## src/rtl/hzc_pkg.sv

```systemverilog
package hzc_pkg;
  localparam int unsigned NSTG  = 6;
  localparam int unsigned RID_W = 6;
  localparam logic [4:0]  NULL_REG = 5'd31;

  typedef logic [RID_W-1:0] rid_t;
  typedef logic [NSTG-1:0]  smask_t;

  typedef enum logic [2:0] {
    HZ_NONE  = 3'd0,
    HZ_PRIV  = 3'd1,
    HZ_DMISS = 3'd2,
    HZ_MISP  = 3'd3,
    HZ_LAT   = 3'd4,
    HZ_DEP   = 3'd5
  } hz_src_e;

  typedef enum logic [1:0] {
    OPC_PLAIN = 2'd0,
    OPC_IMUL  = 2'd1,
    OPC_FLT   = 2'd2,
    OPC_MISC  = 2'd3
  } opc_e;

  // a destination numbered 31 is a discard target and never produces a hazard
  function automatic logic rid_live(rid_t r);
    return r[4:0] != NULL_REG;
  endfunction

  function automatic logic rid_hit(rid_t src, rid_t dst);
    return rid_live(dst) && (src == dst);
  endfunction

  function automatic int unsigned op_cycles(opc_e c, int unsigned mul_c, int unsigned flt_c);
    case (c)
      OPC_IMUL: return mul_c;
      OPC_FLT:  return flt_c;
      default:  return 1;
    endcase
  endfunction

  // bit i = stage i (IF=0 .. WB=5)
  function automatic smask_t bubble_mask(hz_src_e h);
    case (h)
      HZ_PRIV:  return 6'b011111;
      HZ_DMISS: return 6'b010000;
      HZ_MISP:  return 6'b000111;
      HZ_LAT:   return 6'b001001;
      HZ_DEP:   return 6'b000101;
      default:  return 6'b000000;
    endcase
  endfunction

  function automatic smask_t update_mask(hz_src_e h);
    case (h)
      HZ_DMISS: return 6'b110000;
      HZ_LAT:   return 6'b111000;
      HZ_DEP:   return 6'b111100;
      default:  return 6'b111111;
    endcase
  endfunction
endpackage

```

## src/rtl/hzc_dep_check.sv

```systemverilog
module hzc_dep_check
  import hzc_pkg::*;
(
  input  logic rr_valid,
  input  logic ex_valid,
  input  logic ex_is_load,
  input  rid_t src_a,
  input  rid_t src_b,
  input  rid_t src_m,
  input  logic rr_is_cmov,
  input  rid_t ex_dst,
  output logic dep_stall
);
  localparam int unsigned NSRC = 3;

  logic [NSRC-1:0][RID_W-1:0] srcs;
  logic [NSRC-1:0]            use_src;
  logic [NSRC-1:0]            hit;

  assign srcs    = {src_m, src_b, src_a};
  assign use_src = {rr_is_cmov, 1'b1, 1'b1};

  for (genvar k = 0; k < NSRC; k++) begin : g_src
    assign hit[k] = use_src[k] && rid_hit(srcs[k], ex_dst);
  end

  assign dep_stall = rr_valid && ex_valid && ex_is_load && (|hit);
endmodule

```

## src/rtl/hzc_lat_timer.sv

```systemverilog
module hzc_lat_timer
  import hzc_pkg::*;
#(
  parameter int unsigned MUL_LAT = 4,
  parameter int unsigned FLT_LAT = 5
) (
  input  logic clk,
  input  logic rst_n,
  input  logic ex_valid,
  input  opc_e ex_opc,
  input  logic freeze,
  input  logic clear,
  output logic lat_stall,
  output logic ex_done
);
  localparam int unsigned LMAX  = (MUL_LAT > FLT_LAT) ? MUL_LAT : FLT_LAT;
  localparam int unsigned LAT_W = $clog2(LMAX + 1);

  logic [LAT_W-1:0] remain;
  logic [LAT_W-1:0] lat_now;
  logic             idle;

  assign lat_now   = LAT_W'(op_cycles(ex_opc, MUL_LAT, FLT_LAT));
  assign idle      = (remain == '0);
  assign ex_done   = ex_valid && ((remain == LAT_W'(1)) || (idle && lat_now <= LAT_W'(1)));
  assign lat_stall = ex_valid && !ex_done;

  always_ff @(posedge clk) begin
    if (!rst_n || clear) begin
      remain <= '0;
    end else if (!freeze) begin
      if (idle) begin
        if (ex_valid && lat_now > LAT_W'(1)) remain <= lat_now - LAT_W'(1);
      end else begin
        remain <= remain - LAT_W'(1);
      end
    end
  end
endmodule

```

## src/rtl/hzc_pc_sel.sv

```systemverilog
module hzc_pc_sel #(
  parameter int unsigned     PC_W     = 32,
  parameter logic [PC_W-1:0] RESET_PC = '0
) (
  input  logic            clk,
  input  logic            rst_n,
  input  logic            priv_flush,
  input  logic [PC_W-1:0] priv_pc,
  input  logic            misp_flush,
  input  logic [PC_W-1:0] misp_pc,
  input  logic            hold,
  input  logic            pred_taken,
  input  logic [PC_W-1:0] pred_target,
  output logic [PC_W-1:0] fetch_pc
);
  function automatic logic [PC_W-1:0] pick_next(
    logic pf, logic [PC_W-1:0] ppc, logic mf, logic [PC_W-1:0] mpc,
    logic hd, logic pt, logic [PC_W-1:0] tgt, logic [PC_W-1:0] cur);
    if (pf)      return ppc;
    else if (mf) return mpc;
    else if (hd) return cur;
    else if (pt) return tgt;
    else         return cur + PC_W'(4);
  endfunction

  logic [PC_W-1:0] pc_nxt;

  assign pc_nxt = pick_next(priv_flush, priv_pc, misp_flush, misp_pc,
                            hold, pred_taken, pred_target, fetch_pc);

  always_ff @(posedge clk) begin
    if (!rst_n) fetch_pc <= RESET_PC;
    else        fetch_pc <= pc_nxt;
  end
endmodule

```

## src/rtl/hzc_evt_ctr.sv

```systemverilog
module hzc_evt_ctr #(
  parameter int unsigned W = 64,
  parameter int unsigned N = 2
) (
  input  logic                clk,
  input  logic                rst_n,
  input  logic [N-1:0]        inc,
  output logic [N-1:0][W-1:0] count
);
  for (genvar k = 0; k < N; k++) begin : g_ctr
    always_ff @(posedge clk) begin
      if (!rst_n)      count[k] <= '0;
      else if (inc[k]) count[k] <= count[k] + W'(1);
    end
  end
endmodule

```

## src/rtl/hzc_pipe_ctrl.sv

```systemverilog
module hzc_pipe_ctrl
  import hzc_pkg::*;
#(
  parameter int unsigned     PC_W     = 32,
  parameter logic [PC_W-1:0] RESET_PC = PC_W'(32'h0000_1000),
  parameter int unsigned     MUL_LAT  = 4,
  parameter int unsigned     FLT_LAT  = 5,
  parameter int unsigned     CNT_W    = 64
) (
  input  logic             clk,
  input  logic             rst_n,
  input  logic [5:0]       stg_valid,
  input  logic [5:0]       rr_src_a,
  input  logic [5:0]       rr_src_b,
  input  logic [5:0]       rr_src_m,
  input  logic             rr_is_cmov,
  input  logic [5:0]       ex_dst,
  input  logic             ex_is_load,
  input  logic [1:0]       ex_opc,
  input  logic [PC_W-1:0]  ex_pred_pc,
  input  logic [PC_W-1:0]  ex_resolved_pc,
  input  logic             icache_stall,
  input  logic             dcache_stall,
  input  logic             priv_flush,
  input  logic [PC_W-1:0]  priv_pc,
  input  logic             pred_taken,
  input  logic [PC_W-1:0]  pred_target,
  output logic [5:0]       stg_adv,
  output logic [5:0]       stg_kill,
  output logic [PC_W-1:0]  fetch_pc,
  output logic             dep_stall,
  output logic             lat_stall,
  output logic             misp_flush,
  output logic [CNT_W-1:0] misp_count,
  output logic [CNT_W-1:0] retire_count
);
  localparam int unsigned ST_RR = 2;
  localparam int unsigned ST_EX = 3;
  localparam int unsigned ST_WB = NSTG - 1;
  localparam int unsigned C_RET = 0;
  localparam int unsigned C_MSP = 1;

  hz_src_e                hz;
  smask_t                 bub, upd;
  logic                   ex_done;
  logic                   misp_raw;
  logic                   any_hold;
  logic [1:0]             ctr_inc;
  logic [1:0][CNT_W-1:0]  ctr_val;

  hzc_dep_check u_dep (
    .rr_valid   (stg_valid[ST_RR]),
    .ex_valid   (stg_valid[ST_EX]),
    .ex_is_load (ex_is_load),
    .src_a      (rr_src_a),
    .src_b      (rr_src_b),
    .src_m      (rr_src_m),
    .rr_is_cmov (rr_is_cmov),
    .ex_dst     (ex_dst),
    .dep_stall  (dep_stall)
  );

  hzc_lat_timer #(.MUL_LAT(MUL_LAT), .FLT_LAT(FLT_LAT)) u_lat (
    .clk       (clk),
    .rst_n     (rst_n),
    .ex_valid  (stg_valid[ST_EX]),
    .ex_opc    (opc_e'(ex_opc)),
    .freeze    (dcache_stall),
    .clear     (priv_flush),
    .lat_stall (lat_stall),
    .ex_done   (ex_done)
  );

  assign misp_raw = ex_done && (ex_resolved_pc != ex_pred_pc);

  always_comb begin
    if      (priv_flush)   hz = HZ_PRIV;
    else if (dcache_stall) hz = HZ_DMISS;
    else if (misp_raw)     hz = HZ_MISP;
    else if (lat_stall)    hz = HZ_LAT;
    else if (dep_stall)    hz = HZ_DEP;
    else                   hz = HZ_NONE;
  end

  assign bub        = bubble_mask(hz);
  assign upd        = update_mask(hz);
  assign stg_adv    = upd;
  assign stg_kill   = bub & ~upd;
  assign misp_flush = (hz == HZ_MISP);
  assign any_hold   = icache_stall | dcache_stall | lat_stall | dep_stall;

  hzc_pc_sel #(.PC_W(PC_W), .RESET_PC(RESET_PC)) u_pc (
    .clk         (clk),
    .rst_n       (rst_n),
    .priv_flush  (priv_flush),
    .priv_pc     (priv_pc),
    .misp_flush  (misp_flush),
    .misp_pc     (ex_resolved_pc),
    .hold        (any_hold),
    .pred_taken  (pred_taken),
    .pred_target (pred_target),
    .fetch_pc    (fetch_pc)
  );

  assign ctr_inc[C_RET] = stg_valid[ST_WB];
  assign ctr_inc[C_MSP] = misp_flush;

  hzc_evt_ctr #(.W(CNT_W), .N(2)) u_ctr (
    .clk   (clk),
    .rst_n (rst_n),
    .inc   (ctr_inc),
    .count (ctr_val)
  );

  assign retire_count = ctr_val[C_RET];
  assign misp_count   = ctr_val[C_MSP];
endmodule

```

## config.mk

```make
export PLATFORM = sky130hd
export DESIGN_NAME = hzc_pipe_ctrl
export DESIGN_NICKNAME = d
export VERILOG_FILES = /design/src/rtl/hzc_pkg.sv /design/src/rtl/hzc_dep_check.sv /design/src/rtl/hzc_lat_timer.sv /design/src/rtl/hzc_pc_sel.sv /design/src/rtl/hzc_evt_ctr.sv /design/src/rtl/hzc_pipe_ctrl.sv
export SDC_FILE = /design/constraint.sdc
export NUM_CORES = 1
export LEC_CHECK = 0
export BUFFER_PORTS_ARGS = -buffer_cell sky130_fd_sc_hd__buf_2
export CAP_MARGIN = 20
export CORE_ASPECT_RATIO = 0.75
export CORE_MARGIN = 2
export CORE_UTILIZATION = 50
export CTS_BUF_LIST = sky130_fd_sc_hd__clkbuf_2
export DETAILED_ROUTE_END_ITERATION = 10
export PLACE_DENSITY_LB_ADDON = 0.3
export SLEW_MARGIN = 20
export SYNTH_ARGS = -nofsm -noshare
export SYNTH_HDL_FRONTEND = slang
export SYNTH_SLANG_ARGS = --single-unit
```

## constraint.sdc

```tcl
create_clock -name clk -period 3.8 [get_ports clk]
set_clock_uncertainty 0.2 [all_clocks]
set_input_delay 0 -clock clk [delete_from_list [all_inputs] [get_ports clk]]
set_output_delay 0 -clock clk [all_outputs]
set_load 0.03 [all_outputs]
```

==> results_dict.tcl <==
set metrics [dict create \
    multi_input_area_um2 5760 \
    switching_share 0.347 \
    num_io_pins 343 \
    synth_cell_types 69 \
    worst_slew_pin_slew_ns 0.998 \
    gp_congestion 0.971 \
    max_freq_ghz 0.258 \
    slowest_stage "dlygate4sd3_1" \
    start_kind "input pin" \
    p_comb_frac 0.234 \
    max_cap_viol_count 0 \
    ys_top_cells_by_area "dfxtp_1 35%, xnor2_1 8.5%, xor2_1 6.4%, nor2_1 5.3%, nand2_1 4.1%" \
    viasPerCell 6.11 \
    ys.flop_type "dfxtp_1" \
    netlist.top_cell.by_area "dfxtp_1" \
    min_period_over_period 1.02 \
    htreeDepth 4 \
    die_h_um 122 \
    cts_buffers 17 \
    path_common_cell "dlygate4sd3_1" \
    path_class "input pin to flop" \
    finalHoldViolations 0 \
    setup_violations 7 \
    finalMaxSlewViolations 0 \
    ys_ff_latch 163 \
    leakage_nw 5.74 \
    async_reset_ff_frac 0 \
    grt_pass1_vias 10900 \
    status "finished, violations left" \
    cp.required_ns 4.27 \
    cts_buffer_depth 2 \
    finalNonFillerCells 1949 \
    yosysWarnings 0 \
    cts.sinks 163 \
    yosysTopAreaCellShare 0.350 \
    endpoint_kind "flop" \
    yosysSeqAreaShare 0.350 \
    p_int_mw 2.44 \
    clock_latency_ns 0.77 \
    powerDensity_nw_per_um2 272 \
    violations "setup timing" \
    drt_pass1_iterations 6 \
    path_clk_slew_ns 0.31 \
    wl_per_cell_um 20.5 \
    worstPathMaxFanout 35 \
    final_nets 1861 \
    initial_core_util 0.507 \
    drive_above_1_share 0.251 \
    synth-edff-count 0 \
    sequentialPowerShare 0.485 \
    rows 43 \
    dp_hpwl_mm 23.5 \
    grt_pass1_wl_mm 58.2 \
    track_usage 0.376 \
    antenna_found_initial 3 \
    overflow 0 \
    final-seq-area_um2 3270 \
    crit_arrival_ns 4.34 \
    synth_area_um2 9330 \
    slew_headroom 0.334 \
    ir_drop_uv 205 \
    placed_cells 1698 \
    min_path_type "input pin to flop" \
    antenna_left 0 \
    syn2layout_area_growth_pct 47.3 \
    synth.top_cells.by_count "163 x dfxtp_1, 131 x nor2_1, 103 x nand2_1" \
    drc 0 \
    syn_area_per_cell_um2 8.10 \
    drtIter0Drc 1610 \
    fill_cells 1293 \
    switching_power_mw 1.30 \
    drt-total-wl_mm 39.9 \
    min_period_ns 3.87 \
    ctsRootBufferMaster "clkbuf_2" \
    synth_cells 1152 \
    pwr-share-clk 0.281 \
    grt_max_degree 68 \
    setup_ws_ns -0.0708 \
    cts_tree "built" \
    die_area_um2 19800 \
    via_count 11900 \
    slowest_delay_ns 0.63 \
    chipWidth_um 162 \
    utilization 0.746 \
    crit_chain "dlygate4sd3_1, buf_2, xnor2_1, dlygate4sd3_1, nand4_1, or4_4, o21ai_4, inv_4, buf_12, a22o_1, dlygate4sd3_1, nor4b_2, dlygate4sd3_1, nor4_1" \
    core_um2 18400 \
    holdWs_ns 0.0812 \
    synth_most_common_cell "dfxtp_1" \
    portBuffers 332 \
]
==> logic make-up after synthesis <==
| family | share of synthesized area |
|---|---|
| flip-flops | 0.350 |
| adder cells (fa/ha/maj) | 0.0107 |
| AO/OA/AOI/OAI | 0.142 |
| XOR/XNOR | 0.149 |
| buffers and inverters | 0.0432 |
| multiplexers | 0.0208 |
| other | 0.000805 |
| AND/OR/NAND/NOR | 0.283 |
==> metal layers <==
layer	track usage	wire, um	vias to the layer above
met4	0.238	3310	0
met1	0.455	14600	5377
met5	0.0126	0	-
met2	0.591	17400	1005
li1	-	-	5206
met3	0.110	4580	320
==> stage by stage <==
stage	total power [mW]	TNS [ns]	setup WS [ns]	area (um2)
floorplan	2.17	0	1.04	9350
global placement	2.40	0	0.894	11200
detailed placement	2.40	0	0.842	11200
CTS	3.62	0	0.0113	13600
global route	3.85	-0.0975	-0.0735	13700
finish	3.74	-0.301	-0.0708	13700
==> layout make-up <==
type	count	area share
Inverter	26	0.00738
Sequential cell	163	0.238
Multi-Input combinational cell	907	0.420
Clock buffer	17	0.00619
Timing Repair Buffer	570	0.292
Tap cell	247	0.0225
Antenna cell	4	0.000729
Clock inverter	15	0.0139
==> flip-flops by register name, indices dropped and copies added, names as in the netlist <==
name	cells
u_ctr.count	128
u_pc.fetch_pc	32
u_lat.remain	3
==> path summary, 6_finish.rpt <==
kind                           start                to  slack [ns]  cells after the start
hold reg to reg     u_ctr.count[127]  u_ctr.count[127]        0.31                      2
setup reg to reg     u_lat.remain[0]  u_pc.fetch_pc[8]        0.04                     14
setup / recovery  ex_resolved_pc[20]  u_pc.fetch_pc[8]       -0.07                     14
hold / removal        ex_pred_pc[30]   u_ctr.count[67]        0.08                      9
==> cell usage in the layout, fill, tap and decap left out, drive strengths merged, types with 6 or more instances in the layout <==
cell type    instances
xnor2               91
clkbuf              17
inv                 31
xor2                68
o31ai               12
o21ai               57
and2                10
clkinv               8
nand2              103
dlygate4sd3        210
nand3               69
nand2b              12
ha                   8
a21oi               53
nor4                20
a32o                 8
dfxtp              163
mux2i               16
nor2               132
buf                360
a211oi               7
o211ai               6
and4                20
or3                 17
nor3                24
and3                22
a22oi               13
or4                 11
nand4               60
conb                 7
a22o                 7
==> power by group through the flow <==
| stage | Combinational [mW] | Clock (mW) | Sequential [mW] |
|---|---|---|---|
| floorplan | 0.279 | 0 | 1.89 |
| global placement | 0.564 | 0 | 1.83 |
| detailed placement | 0.570 | 0 | 1.83 |
| CTS | 0.769 | 1.05 | 1.80 |
| global route | 0.898 | 1.13 | 1.82 |
| finish | 0.872 | 1.05 | 1.81 |
==> worst max-delay path: cells and delay by family <==
family / cells / cell delay (ns)
buffers and inverters: 7 / 2.81
AO/OA/AOI/OAI: 2 / 0.40
XOR/XNOR: 1 / 0.20
AND/OR/NAND/NOR: 4 / 0.92
==> what timing repair did <==
action,in CTS,in global routing
setup endpoints to repair,0,17
endpoints found under the hold margin,121,0
gates resized for setup,0,23
setup buffers,0,5
hold buffers,210,0
(Power assumes the default switching activity.)
